<file path="src/rtl/alarm_cmp_pkg.sv">
package alarm_cmp_pkg;
  localparam int N_ALARMS = 2;
  localparam int N_FIELDS = 6;
  localparam int DATA_W   = 8;
  localparam int ADDR_W   = 4;
  localparam int VAL_W    = DATA_W - 1;
  localparam int SEC_W    = 7;
  localparam int MIN_W    = 7;
  localparam int HOUR_W   = 6;
  localparam int DATE_W   = 6;
  localparam int MONTH_W  = 5;
  localparam int DOW_W    = 3;
  localparam int ALARM_STRIDE = 8;

  localparam logic [ADDR_W-1:0] CTRL_ADDR = ADDR_W'(6);
  localparam logic [ADDR_W-1:0] STAT_ADDR = ADDR_W'(7);

  typedef enum logic [2:0] {
    FLD_SEC   = 3'd0,
    FLD_MIN   = 3'd1,
    FLD_HOUR  = 3'd2,
    FLD_DATE  = 3'd3,
    FLD_MONTH = 3'd4,
    FLD_DOW   = 3'd5
  } field_e;

  function automatic int field_width(input int idx);
    case (idx)
      0:       return SEC_W;
      1:       return MIN_W;
      2:       return HOUR_W;
      3:       return DATE_W;
      4:       return MONTH_W;
      default: return DOW_W;
    endcase
  endfunction

  function automatic logic [VAL_W-1:0] field_mask(input int idx);
    return VAL_W'((1 << field_width(idx)) - 1);
  endfunction
endpackage

</file>
<file path="src/rtl/alarm_cmp_regs.sv">
module alarm_cmp_regs
  import alarm_cmp_pkg::*;
(
  input  logic                clk,
  input  logic                rst,
  input  logic                we,
  input  logic [ADDR_W-1:0]   addr,
  input  logic [DATA_W-1:0]   wdata,
  input  logic [N_ALARMS-1:0] flags,
  output logic [DATA_W-1:0]   fld_q [N_ALARMS][N_FIELDS],
  output logic [N_ALARMS-1:0] ie_q,
  output logic [N_ALARMS-1:0] clr_mask,
  output logic [DATA_W-1:0]   rdata
);
  localparam int FIDX_W = $clog2(ALARM_STRIDE);

  // Field storage: one register per field, masked to the field width on write.
  for (genvar a = 0; a < N_ALARMS; a++) begin : g_alarm
    for (genvar f = 0; f < N_FIELDS; f++) begin : g_field
      localparam logic [ADDR_W-1:0] MY_ADDR = ADDR_W'(a * ALARM_STRIDE + f);
      localparam logic [DATA_W-1:0] KEEP    = {1'b1, field_mask(f)};
      always_ff @(posedge clk) begin
        if (rst) begin
          fld_q[a][f] <= '0;
        end else if (we && addr == MY_ADDR) begin
          fld_q[a][f] <= wdata & KEEP;
        end
      end
    end
  end

  always_ff @(posedge clk) begin
    if (rst) begin
      ie_q <= '0;
    end else if (we && addr == CTRL_ADDR) begin
      ie_q <= wdata[N_ALARMS-1:0];
    end
  end

  always_comb begin
    clr_mask = '0;
    if (we && addr == STAT_ADDR) begin
      clr_mask = wdata[N_ALARMS-1:0];
    end
  end

  logic [DATA_W-1:0] rd_next;
  logic [FIDX_W-1:0] fidx;
  logic              asel;

  assign fidx = addr[FIDX_W-1:0];
  assign asel = addr[FIDX_W];

  always_comb begin
    rd_next = '0;
    if (addr == CTRL_ADDR) begin
      rd_next = DATA_W'(ie_q);
    end else if (addr == STAT_ADDR) begin
      rd_next = DATA_W'(flags);
    end else if (32'(fidx) < N_FIELDS) begin
      rd_next = fld_q[asel][fidx];
    end
  end

  always_ff @(posedge clk) begin
    if (rst) begin
      rdata <= '0;
    end else begin
      rdata <= rd_next;
    end
  end
endmodule

</file>
<file path="src/rtl/alarm_cmp_match.sv">
module alarm_cmp_match
  import alarm_cmp_pkg::*;
(
  input  logic [DATA_W-1:0] fld [N_FIELDS],
  input  logic [VAL_W-1:0]  cur [N_FIELDS],
  output logic              hit,
  output logic              any_en
);
  logic [N_FIELDS-1:0] en;
  logic [N_FIELDS-1:0] fhit;

  for (genvar f = 0; f < N_FIELDS; f++) begin : g_cmp
    localparam logic [VAL_W-1:0] MASK = field_mask(f);
    assign en[f]   = fld[f][DATA_W-1];
    assign fhit[f] = !en[f] || ((fld[f][VAL_W-1:0] & MASK) == (cur[f] & MASK));
  end

  assign any_en = |en;
  assign hit    = any_en && (&fhit);
endmodule

</file>
<file path="src/rtl/alarm_cmp_status.sv">
module alarm_cmp_status
  import alarm_cmp_pkg::*;
(
  input  logic                clk,
  input  logic                rst,
  input  logic                tick,
  input  logic [N_ALARMS-1:0] hit,
  input  logic [N_ALARMS-1:0] clr,
  input  logic [N_ALARMS-1:0] ie,
  output logic [N_ALARMS-1:0] flag_q,
  output logic                irq_n_q
);
  logic [N_ALARMS-1:0] flag_d;

  // A tick match takes priority over a clear in the same cycle.
  assign flag_d = (flag_q & ~clr) | (tick ? hit : '0);

  always_ff @(posedge clk) begin
    if (rst) begin
      flag_q  <= '0;
      irq_n_q <= 1'b1;
    end else begin
      flag_q  <= flag_d;
      irq_n_q <= ~|(flag_d & ie);
    end
  end
endmodule

</file>
<file path="src/rtl/dual_alarm_cmp.sv">
module dual_alarm_cmp
  import alarm_cmp_pkg::*;
(
  input  logic                  clk,
  input  logic                  rst,
  input  logic                  tick,
  input  logic [SEC_W-1:0]      cur_sec,
  input  logic [MIN_W-1:0]      cur_min,
  input  logic [HOUR_W-1:0]     cur_hour,
  input  logic [DATE_W-1:0]     cur_date,
  input  logic [MONTH_W-1:0]    cur_month,
  input  logic [DOW_W-1:0]      cur_dow,
  input  logic                  reg_we,
  input  logic [ADDR_W-1:0]     reg_addr,
  input  logic [DATA_W-1:0]     reg_wdata,
  output logic [DATA_W-1:0]     reg_rdata,
  output logic [N_ALARMS-1:0]   alarm_flag,
  output logic                  irq_n
);
  logic [DATA_W-1:0]   fld_q [N_ALARMS][N_FIELDS];
  logic [VAL_W-1:0]    cur   [N_FIELDS];
  logic [N_ALARMS-1:0] ie_q;
  logic [N_ALARMS-1:0] clr_mask;
  logic [N_ALARMS-1:0] hit;
  logic [N_ALARMS-1:0] any_en;

  assign cur[FLD_SEC]   = VAL_W'(cur_sec);
  assign cur[FLD_MIN]   = VAL_W'(cur_min);
  assign cur[FLD_HOUR]  = VAL_W'(cur_hour);
  assign cur[FLD_DATE]  = VAL_W'(cur_date);
  assign cur[FLD_MONTH] = VAL_W'(cur_month);
  assign cur[FLD_DOW]   = VAL_W'(cur_dow);

  alarm_cmp_regs u_regs (
    .clk      (clk),
    .rst      (rst),
    .we       (reg_we),
    .addr     (reg_addr),
    .wdata    (reg_wdata),
    .flags    (alarm_flag),
    .fld_q    (fld_q),
    .ie_q     (ie_q),
    .clr_mask (clr_mask),
    .rdata    (reg_rdata)
  );

  for (genvar a = 0; a < N_ALARMS; a++) begin : g_match
    alarm_cmp_match u_match (
      .fld    (fld_q[a]),
      .cur    (cur),
      .hit    (hit[a]),
      .any_en (any_en[a])
    );
  end

  alarm_cmp_status u_status (
    .clk     (clk),
    .rst     (rst),
    .tick    (tick),
    .hit     (hit),
    .clr     (clr_mask),
    .ie      (ie_q),
    .flag_q  (alarm_flag),
    .irq_n_q (irq_n)
  );
endmodule

</file>
<file path="config.mk">
export PLATFORM = sky130hd
export DESIGN_NAME = dual_alarm_cmp
export DESIGN_NICKNAME = d
export VERILOG_FILES = /design/src/rtl/alarm_cmp_pkg.sv /design/src/rtl/alarm_cmp_regs.sv /design/src/rtl/alarm_cmp_match.sv /design/src/rtl/alarm_cmp_status.sv /design/src/rtl/dual_alarm_cmp.sv
export SDC_FILE = /design/constraint.sdc
export NUM_CORES = 1
export LEC_CHECK = 0
export BUFFER_PORTS_ARGS = -buffer_cell sky130_fd_sc_hd__buf_4
export CAP_MARGIN = 40
export CORE_MARGIN = 2
export CORE_UTILIZATION = 58
export CTS_CLUSTER_SIZE = 8
export DETAILED_ROUTE_END_ITERATION = 10
export PLACE_DENSITY_LB_ADDON = 0.12
export SETUP_SLACK_MARGIN = 0.5
export SYNTH_ARGS = -nofsm -noshare
export SYNTH_HDL_FRONTEND = slang
export SYNTH_SLANG_ARGS = --single-unit
</file>
<file path="constraint.sdc">
create_clock -name clk -period 2.45 [get_ports clk]
set_input_delay 0.1225 -clock clk [delete_from_list [all_inputs] [get_ports clk]]
set_output_delay 0.1225 -clock clk [all_outputs]
set_load 0.01 [all_outputs]
</file>
== Word-level counts from Yosys, hierarchy flattened ==
Index checks and enable logic that the tools add are counted.

* Register bits after elaboration: 93
* Input bits: 50
* Output and inout bits: 11
* Word-level logic and storage cells: 111

* Magnitude comparators: 3
* Equality and inequality tests: 25
* Mux-type cells: 11
* Bitwise operators: 7
* Reductions and logical operators: 48

{| class="wikitable"
|+ Operators with widths
! cell !! count
|-
| 48-bit 2-to-1 mux || 3
|-
| 7-bit equality test || 4
|-
| 8-bit binary-select mux with 3-bit select || 1
|-
| 4-bit equality test (second input constant) || 6
|-
| 6-bit equality test || 4
|-
| 4-bit by 3-bit equality test with 1-bit output (second input constant) || 4
|-
| 1-bit logical AND || 16
|-
| 8-bit 2-to-1 mux || 2
|-
| 1-bit logical NOT || 13
|-
| 1-bit logical OR || 12
|-
| 6-bit AND reduction || 2
|-
| 6-bit OR reduction || 2
|-
| 5-bit equality test || 2
|-
| 2-bit 2-to-1 mux || 5
|-
| 4-bit by 2-bit equality test with 1-bit output (second input constant) || 2
|-
| 3-bit equality test || 2
|-
| 2-bit bitwise AND || 2
|-
| 4-bit by 1-bit equality test with 1-bit output (second input constant) || 1
|-
| 4-bit greater-or-equal comparator (second input constant) || 1
|-
| 4-bit logical NOT || 1
|-
| 3-bit NOT with 4-bit output || 1
|-
| 4-bit OR reduction || 1
|-
| 3-bit < comparator (second input constant) || 1
|-
| 2-bit greater-or-equal comparator (second input constant) || 1
|-
| 5 further kinds || 5
|}

== Depth between registers and ports, before layout ==
Gate-level depths: netlist (run 1).

* Word-level depth: 10
* Gate-level depth with buffers: 7
* Depth with buffers taken out: 6

== By module ==
A second synthesis (run 1) with hierarchy kept.

* Cell total of the unflattened synthesis: 610
* Area total of the unflattened synthesis: 5416.4 µm²

{| class="wikitable"
|+ By module, submodules not included
! module !! instances !! cells an instance !! area an instance (µm²) !! sequential area each (µm²)
|-
| alarm_cmp_regs || 1 || 497 || 4446.8 || 1801.7
|-
| alarm_cmp_match || 2 || 51 || 424.2 || 0.0
|-
| alarm_cmp_status || 1 || 10 || 117.6 || 60.1
|-
| dual_alarm_cmp || 1 || 1 || 3.8 || 0.0
|}

== Worst setup path before layout (run 1) ==
No wires, ideal clock.

* Kind: flip-flop to flip-flop
* Start: register u_regs.fld_q[36] (netlist name)
* End: register u_status.irq_n_q
* Library setup time: 0.116 ns
* Arrival: 1.638 ns
* Data required time: 2.334 ns
* Slack: 0.696 ns
* Cell stages (with the launch flop): 6
* Buffers on the path: 0
* Period minus slack after synthesis: 1.754 ns
* Cells stage by stage: dfxtp_1 -> xor2_1 -> o41ai_2 -> nand4_1 -> or4b_1 -> a41o_1

* Longest elaborated chain between the ends: 9

{| class="wikitable"
|+ RTL lines
! item !! RTL line !! source
|-
| 7-bit equality test || alarm_cmp_match.sv:15 || <nowiki>assign fhit[f] = !en[f] || ((fld[f][VAL_W-1:0] & MASK) == (cur[f] & MASK));</nowiki>
|-
| 1-bit logical OR || alarm_cmp_match.sv:15 ||
|-
| 6-bit AND reduction || alarm_cmp_match.sv:19 || <nowiki>assign hit = any_en && (&fhit);</nowiki>
|-
| 1-bit logical AND || alarm_cmp_match.sv:19 ||
|-
| 2-bit 2-to-1 mux || alarm_cmp_status.sv:16 || <nowiki>assign flag_d = (flag_q & ~clr) | (tick ? hit : '0);</nowiki>
|-
| 2-bit OR || alarm_cmp_status.sv:16 ||
|-
| 2-bit bitwise AND || alarm_cmp_status.sv:24 || <nowiki>irq_n_q <= ~|(flag_d & ie);</nowiki>
|-
| 2-bit OR reduction || alarm_cmp_status.sv:24 ||
|-
| 1-bit logical NOT || alarm_cmp_status.sv:24 ||
|-
| to (signal assigned) || alarm_cmp_status.sv:24 ||
|-
| to (decl) || alarm_cmp_status.sv:11 || <nowiki>output logic irq_n_q</nowiki>
|}

No other way between the ends.
A chain may end at the register's enable or synchronous reset.

== Final worst setup path (run 1) ==
* Start: register u_regs.fld_q[40] (netlist name)
* End: register u_status.irq_n_q

* Longest elaborated chain between the ends: 9

{| class="wikitable"
|+ RTL lines
! item !! RTL line
|-
| 7-bit equality test || alarm_cmp_match.sv:15
|-
| 1-bit logical OR || alarm_cmp_match.sv:15
|-
| 6-bit AND reduction || alarm_cmp_match.sv:19
|-
| 1-bit logical AND || alarm_cmp_match.sv:19
|-
| 2-bit 2-to-1 mux || alarm_cmp_status.sv:16
|-
| 2-bit OR || alarm_cmp_status.sv:16
|-
| 2-bit bitwise AND || alarm_cmp_status.sv:24
|-
| 2-bit OR reduction || alarm_cmp_status.sv:24
|-
| 1-bit logical NOT || alarm_cmp_status.sv:24
|}

No other way between the ends.

==> results summary, run 1 <==
The CTS tree is yes. The netlist area before placement is 4860 µm². The synthesis warning total came out at 0.

The cell count after synthesis came out at 487. The overall routing resource usage came out at 29.5%. The async set-reset flop share out of synthesis came out at 0%. The area growth from synthesis to layout came out at 15.6%. The synthesized-area fraction occupied by ao, oa, aoi and oai cells is 5.92%. The critical path in this run is classified as reg2reg. The count of final setup violators came out at 0.

Setup repair after global routing could not meet its margin everywhere. The maximum fanout count along the critical path came out at 3. The data arrival time of the critical path came out at 2.27 ns. Measured along the y axis, the die boundary spans 95.6 µm. The total power density per cell area came out at 528 nW/µm². The routability congestion estimate from global placement came out at 0.895.

The routed wire length per instance is 19.9 µm. The worst-margin pin slew came out at 0.768 ns. The class of the most critical hold timing path is in2reg. The sequential share of the synthesized area is 38.3%.

The final total negative setup slack came out at 0 ns. The max-slew violation count is 0. The number of rows in the core area came out at 33. By area, the combinational part of the netlist is dominated by multiplexers. The total power after layout is 2.97 mW. The leakage power of the design is 2.26 nW. The total overflow left after global routing is 0. The worst supply voltage drop on vdd is 0.343 mV. The worst setup path is captured at a flip-flop.

The tree is rooted in a clkbuf_8. The wire length reported by the detailed router came out at 12.8 mm. The total count of hold-check failures in the final report is 0. After the first detailed-routing iteration, the DRC count stood at 256. The multiplexer area fraction after synthesis is 25.2%. Across the routed clock network, the largest skew measured is 0.0118 ns. The number of buffers on the longest clock path came out at 2. Once detailed placement completed, the half-perimeter wirelength came to 9.33 mm. The TritonCTS sink count came out at 93. The library cell used most frequently in the layout, excluding fill and tap cells, is dfxtp_1.

The achievable clock frequency came out at 498 MHz. Counting flops with a built-in enable in the synthesized netlist gives 0. The max-slew headroom at the worst pin came out at 48.4%. The CTS clock-pin slew for the worst setup and hold paths came out at 0.10 ns. The routed design could run at a clock period as short as 2.01 ns. After Yosys synthesis, and, or, nand and nor cells account for 15.1% of the synthesized area.

Pin placement for this block handled 61 I/O pins. The repair_antennas step left the layout with diodes totalling 0. Entering global routing, the biggest net connects 85 pins.

The area of the die came out at 9130 µm². The count of max-cap constraint violations is 0. Sorting the synthesized cells by area gives the leading types as dfxtp_1 38%, mux2i_1 16%, mux4_2 7.9%. The ratio of cells with drive above 1 in the final layout is 22.1%. The library cells used most frequently in the layout, excluding fill and tap cells, are 88 x dfxtp_1, 83 x nor2_1, 79 x mux2i_1. The synthesized design spends more area on one cell type than any other, namely dfxtp_1. Clock latency on the worst-skew pair, taken at its later pin, is 0.36 ns. The initial utilization of the core area, before any placement, comes to 59.5%. The portion of synthesized cell area occupied by the leading cell type came out at 38.3%.

The xor/xnor share of the synthesized area is 12.2%. The critical path launch point type is a flip-flop. The post-detailed-route count of antenna-violating nets came out at 0. The via count of the first global-routing pass is 3690. The port buffer count came out at 60.

The horizontal die dimension is 95.6 µm. The flow ran to the end, and the final reports show no timing, DRC or antenna violations. The total of flip-flops plus latches after synthesis came out at 93. For this run, the detailed router's first-pass iteration total came to 4. The most frequently used flop master after synthesis is dfxtp_1.

Of the total synthesized cell area, the portion taken by full adders, half adders and majority gates is 0%. The first global-routing pass estimated 19.9 mm of wire. The post-detailed-route via-to-cell ratio came out at 6.00. The net count after synthesis came out at 537.

The number of levels the H-tree was split into is 3. The hold buffer count at cts came out at 0. For this run, the post-layout net count is 583.

The required time at the endpoint of the critical path came out at 2.71 ns. The number of antenna violations at the first check in global routing came out at 0. Counting the buffers created by CTS gives 9. For this run, design rule violations remaining after detail routing come to 0. In the finished design, the share of the clock period the worst path needs comes to 82.0%.

Dividing the synthesized area by the synthesized cell count gives 9.99 µm². The via count of the routed design came out at 3859. The area of the core region is 8180 µm².

The number of distinct library cell variants in the gate-level netlist after synthesis is 44.
==> registers in the layout, indices dropped and copies added (netlist names) <==
name and count:
u_regs.fld_q 80, u_status.irq_n_q 1, u_regs.rdata 8, u_status.flag_q 2
u_regs.ie_q 2
==> metal layers <==
layer  vias to the layer above  wire [µm]  global-route usage, %
met3                        21        935                   5.53
li1                       1806          -                      -
met2                       170       6030                   45.6
met4                         0        248                   9.05
met1                      1862       5560                   41.9
met5                         -          0                      0
==> worst max-delay path, cell delays in order, from the launching register on <==
cell	delay, ns
dfxtp_1	0.37
xor2_1	0.20
o41ai_4	0.40
nand4_1	0.21
or4b_1	0.54
a41o_1	0.19
==> metrics by stage <==
stage | util (%) | instances | hold WS (ns) | worst slack, ns | instance area [µm²]
detailed placement | 65.4 | 623 | 0.405 | 0.313 | 5340
floorplan | - | 487 | 0.266 | 0.696 | 4860
global route | 68.7 | 643 | 0.0439 | 0.387 | 5620
CTS | 68.6 | 643 | 0.0232 | 0.370 | 5610
global placement | 65.0 | 622 | 0.396 | 0.361 | 5320
finish | 68.7 | 643 | 0.0492 | 0.442 | 5620
==> cells in the mapped netlist (2+ instances only) <==
cell / n
nor2b_1: 3
a21oi_1: 13
xnor2_1: 38
a31oi_1: 2
nor3_1: 2
o41ai_2: 2
buf_2: 10
inv_1: 3
or3_1: 4
clkbuf_1: 20
or4b_1: 2
nor2_2: 2
mux2i_1: 79
xor2_1: 30
a211oi_1: 4
o31ai_1: 5
nand2_1: 20
a2111oi_0: 2
mux4_2: 17
o41ai_1: 2
o32ai_1: 2
nor2_1: 83
dfxtp_1: 93
nand2b_1: 3
nand3_1: 15
mux4_1: 2
nand4_1: 11
o31ai_2: 2
==> repair_timing <==
action / 4_1_cts / 5_1_grt
buffers inserted: 4 / 0
pin swaps: 8 / 2
resized for setup: 9 / 2
endpoints found under the setup margin: 2 / 2
cloned: 0 / 0
==> final timing paths <==
check        depth (start not counted)  slack [ns]                            end                     startpoint
min reg2reg                          2        0.49  u_regs.fld_q[93]$_SDFFE_PP0P_  u_regs.fld_q[93]$_SDFFE_PP0P_
max                                  5        0.44    u_status.irq_n_q$_SDFF_PP1_  u_regs.fld_q[40]$_SDFFE_PP0P_
max reg2reg                          5        0.44    u_status.irq_n_q$_SDFF_PP1_  u_regs.fld_q[40]$_SDFFE_PP0P_
min                                  2        0.05  u_regs.fld_q[20]$_SDFFE_PP0P_                            rst
==> kinds of logic after synthesis <==
family | count (synthesis)
AND/OR/NAND/NOR | 154
multiplexers | 98
flip-flops | 93
XOR/XNOR | 68
AO/OA/AOI/OAI | 38
buffers and inverters | 36
==> final cells by class <==
class | instances | area [µm²]
clock buffer | 11 | 141
sequential | 93 | 1870
timing repair buffer | 67 | 523
tap | 105 | 131
clock inverter | 5 | 60.1
fill | 656 | 2550
multi-input combinational | 358 | 2880
inverter | 4 | 15.0
==> report_power, final <==
| part | internal, mW | switching (mW) |
|---|---|---|
| registers | 1.53 | 0.0215 |
| logic | 0.161 | 0.196 |
| clock network | 0.502 | 0.557 |
| total | 2.19 | 0.774 |
No activity file was read; power rests on OpenSTA's default activity.
==> inputs of run 2 (changes only) <==
Settings changed: ABC_AREA from default to 1, CORE_UTILIZATION 58 to 59.
Clock period 2.45 ns to 1.85 ns, I/O delays scaled along.
==> results summary, run 2 <==
Run status: finished clean (unchanged). The post-synthesis average cell area is 6.77 µm² (was 9.99 µm²). CP cell instances: or2_4 -> a21oi_2 -> nand3_2 -> nand2_1 -> nand2_2 -> inv_1 -> nand2_1 -> nand2_1 -> nand2_1 -> nand2_1 -> nand2_1 (was xor2_1 -> o41ai_4 -> nand4_1 -> or4b_1 -> a41o_1). The post-detailed-route count of antenna-violating nets is 0 (unchanged). The final clock period utilization by the worst path is 76.9% (was 82.0%). The routed wire length per instance is 16.0 µm (was 19.9 µm). The number of iterations in the first detailed-routing pass came to 6 (was 4).

The number of rows in the core area is 34 (was 33). The worst supply voltage drop on vdd came out at 0.470 mV (was 0.343 mV). The I/O pin count came out at 61 (unchanged).

The kind of critical path is reg2reg (unchanged). The maximum fanout count along the critical path is 2 (was 3). The portion of synthesized cell area occupied by the leading cell type is 36.0% (was 38.3%).

The synthesized-area fraction occupied by adder cells is 0% (unchanged). The overall routing resource usage is 31.4% (was 29.5%). By instance count, the cell type seen most on the critical path is nand2_1. The filler-free cell count of the finished design is 934 (was 643). The async set-reset flop share out of synthesis came to 0% (unchanged).

The number of antenna violations at the first check in global routing came out at 0 (unchanged). The worst clock skew on the final layout is 0.0167 ns (was 0.0118 ns). The worst hold margin is 0.0447 ns (was 0.0492 ns). The instance count after placement with tap cells included is 910 (was 623). The number of distinct library cell variants in the gate-level netlist after synthesis is 39 (was 44).

The via count of the routed design is 5153 (was 3859). The TritonCTS sink count came to 93 (unchanged). The longest individual stage delay on the worst path came out at 0.33 ns (was 0.54 ns). The critical path buffer and inverter count came out at 1 (was 0). The critical hold path startpoint is reg_wdata[5] (was rst). The most frequent cell after synthesis is nand2_1 (was dfxtp_1). The main combinational cell family by area after synthesis is compound AO/OA/AOI/OAI gates (was multiplexers). The cell depth of the worst min-delay path is 3 (was 2). The most frequently used flop master after synthesis was dfxtp_1 (unchanged). The leakage power of the design was 2.55 nW (was 2.26 nW). The routability congestion estimate from global placement is 0.911 (was 0.895). The ratio of cells with drive above 1 in the final layout is 22.8% (was 22.1%). Setup repair after global routing missed its margin: true (unchanged). Top cells by count, synth: 159 x nand2_1, 104 x a21oi_1, 101 x o21ai_0, 96 x inv_1, 93 x dfxtp_1 (was 93 x dfxtp_1, 83 x nor2_1, 79 x mux2i_1, 38 x xnor2_1, 30 x xor2_1). The final total negative setup slack is 0 ns (unchanged). The number of enable flip-flop cells after synthesis was 0 (unchanged).

The synthesis warning total is 0 (unchanged). The max-slew violation count is 0 (unchanged). The register ranked first by flip-flop count is u_regs.fld_q (unchanged). The worst-margin pin slew was 0.556 ns (was 0.768 ns).

The required time at the endpoint of the critical path was 2.11 ns (was 2.71 ns). The area of the core region is 8590 µm² (was 8180 µm²). The number of buffers inserted during clock tree synthesis was 9 (unchanged). The net count after synthesis came out at 815 (was 537). The clock root buffer was clkbuf_8 (unchanged). The final worst slack is 0.428 ns (was 0.442 ns).

The clock period minus final worst setup slack was 1.42 ns (was 2.01 ns). The cell at the slowest stage of the critical path was dfxtp_2 (was or4b_1). The final net count was 871 (was 583). The cell taking the most area after synthesis is dfxtp_1 (unchanged).

The xor/xnor share of the synthesized area was 5.07% (was 12.2%). The sequential share of the synthesized area is 36.0% (was 38.3%). The cell area after layout came to 6040 µm² (was 5620 µm²). The residual overflow from global routing is 0 (unchanged). The hold-critical path endpoint is u_regs.fld_q[85]$_SDFFE_PP0P_ (was u_regs.fld_q[20]$_SDFFE_PP0P_).

The clock insertion delay at the later pin of the skew report is 0.37 ns (was 0.36 ns). The number of levels the H-tree was split into came out at 3 (unchanged). The count of max-cap constraint violations is 0 (unchanged). The achievable clock frequency came out at 703 MHz (was 498 MHz). The number of buffers on the longest clock path is 2 (unchanged). The number of cells on the worst reg-to-reg path is 11 (was 5). The area share of and/or/nand/nor cells after synthesis came out at 22.6% (was 15.1%). The critical path endpoint category was a flip-flop (unchanged). The estimated wirelength of the detail-placed design was 10.8 mm (was 9.33 mm). The area growth from synthesis to layout is 16.7% (was 15.6%).

The critical path launch point type is a flip-flop (unchanged). The count of final setup violators is 0 (unchanged). The global-route wire length before repair came out at 23.7 mm (was 19.9 mm). The cell count after synthesis came to 765 (was 487). The launch instance of the worst register-to-register path was u_regs.fld_q[77]$_SDFFE_PP0P_ (was u_regs.fld_q[40]$_SDFFE_PP0P_). The number of design-rule violations left by the first detailed-router iteration came out at 454 (was 256). The wire length reported by the detailed router is 14.9 mm (was 12.8 mm). The netlist area before placement came to 5180 µm² (was 4860 µm²).

The family of cells with the greatest summed delay on the critical path was simple AND/OR/NAND/NOR gates (unchanged). The starting density of the core came to 60.3% (was 59.5%). The via count of the first global-routing pass is 4663 (was 3690). The horizontal die dimension came out at 97.7 µm (was 95.6 µm).

The total power density per cell area came to 708 nW/µm² (was 528 nW/µm²). The total count of hold-check failures in the final report is 0 (unchanged). The max-slew headroom at the worst pin is 62.8% (was 48.4%).

The data arrival time of the critical path came out at 1.68 ns (was 2.27 ns). The total inserted antenna cells came out at 0 (unchanged). The setup slack at placement is 0.222 ns (was 0.313 ns). The number of remaining DRC errors came out at 0 (unchanged). The number of flip-flops in the largest register is 80 (unchanged). The total of flip-flops plus latches after synthesis came out at 93 (unchanged). The port buffer count came out at 60 (unchanged). The cell area reported after detailed placement is 5650 µm² (was 5340 µm²). The class of the most critical hold timing path is in2reg (unchanged). The die height was 97.7 µm (was 95.6 µm). Top flop regs: u_regs.fld_q: 80 flops, u_regs.rdata: 8 flops (unchanged). The CTS clock-pin slew for the worst setup and hold paths came out at 0.10 ns (about the same). The CTS tree was yes (unchanged). The area of the die was 9540 µm² (was 9130 µm²). Cells taking the most area after synthesis: dfxtp_1 36%, nand2_1 12%, a21oi_1 10% (was dfxtp_1 38%, mux2i_1 16%, mux4_2 7.9%). The reg2reg setup slack came out at 0.43 ns (was 0.44 ns). Commonest non-fill, non-tap cells in the layout: 155 x nand2_1, 101 x o21ai_0, 100 x a21oi_1 (was 88 x dfxtp_1, 83 x nor2_1, 79 x mux2i_1). The leading cell type in the layout, fill and taps excluded is nand2_1 (was dfxtp_1). The post-detailed-route via-to-cell ratio was 5.52 (was 6.00). The multiplexer area fraction after synthesis was 0% (was 25.2%).

The synthesized-area fraction occupied by ao, oa, aoi and oai cells is 25.0% (was 5.92%). The critical register-to-register path endpoint was u_status.irq_n_q$_SDFF_PP1_ (unchanged). The pin count of the biggest net entering global routing came out at 86 (was 85).
==> run 2: changes by cell type after synthesis, moves of 10 or more <==
| cell | change |
|---|---|
| xnor2_1 | -21 |
| o21ai_0 | +100 |
| inv_1 | +93 |
| nor2_1 | -27 |
| xor2_1 | -17 |
| nand2_1 | +139 |
| o21ai_1 | +12 |
| a21oi_1 | +91 |
| mux2i_1 | -79 |
| mux4_2 | -17 |
| inv_2 | +10 |
==> run 2: per-stage QoR <==
stage / util (%) / power [mW]
after floorplan: - / 2.51
after global placement: 65.8 / 2.73
after detailed placement: 65.8 / 2.75
after CTS: 69.0 / 4.26
after global routing: 70.3 / 4.43
final: 70.3 / 4.28
==> run 2: worst max path at each step <==
stage	from	endpoint	slack (ns)	depth (start not counted)
final	u_regs.fld_q[77]$_SDFFE_PP0P_	u_status.irq_n_q$_SDFF_PP1_	0.43	11
after floorplan	u_regs.fld_q[73]$_SDFFE_PP0P_	u_status.irq_n_q$_SDFF_PP1_	0.59	11
after global routing	u_regs.fld_q[92]$_SDFFE_PP0P_	u_status.irq_n_q$_SDFF_PP1_	0.33	12
after global placement	reg_addr[3]	u_regs.rdata[2]$_SDFF_PP0_	0.22	6
after detailed placement	reg_addr[3]	u_regs.rdata[2]$_SDFF_PP0_	0.22	6
after CTS	u_regs.fld_q[77]$_SDFFE_PP0P_	u_status.irq_n_q$_SDFF_PP1_	0.44	11
==> run 2: where the power goes <==
part	switching, mW	internal [mW]
registers	0.0344	2.05
logic	0.401	0.252
clock network	0.771	0.769
total	1.21	3.07
==> run 2: worst reg2reg max path, cell delays in order, from the launching register on <==
cell and delay, ns:
dfxtp_2 0.33, or2_4 0.23, a21oi_2 0.16, nand3_2 0.10
nand2_1 0.09, nand2_2 0.07, inv_1 0.06, nand2_1 0.07
nand2_1 0.06, nand2_1 0.04, nand2_1 0.05, nand2_1 0.04
==> run 2: cell families (layout without fill, tap and decap cells) <==
kind of cell,count (synthesis),after routing
xor gates and xnor gates,30,30
and+or+nand+nor,263,263
DFF,93,93
buffers and inverters,139,200
AOI/OAI and AO/OA,240,240
==> run 2: layout make-up <==
class | count | area [µm²]
clock buffer | 9 | 124
clock inverter | 7 | 96.3
fill | 765 | 2550
inverter | 110 | 415
multi-input combinational | 533 | 2800
sequential | 93 | 1900
tap | 108 | 135
timing repair buffer | 74 | 573
==> run 2: routing by layer <==
| metal | share of wire [%] | global-route usage [%] |
|---|---|---|
| met1 | 45 | 44.7 |
| met2 | 45 | 48.8 |
| met3 | 8.2 | 5.76 |
| met4 | 1.6 | 9.40 |
| met5 | 0 | 0 |
==> run 2: repair_timing <==
item / CTS / global route
setup endpoints to repair: 2 / 3
hold buffers: 2 / 0
gates resized for setup: 11 / 47
hold endpoints to repair: 6 / 0
buffers inserted: 2 / 4
pin swaps: 9 / 21
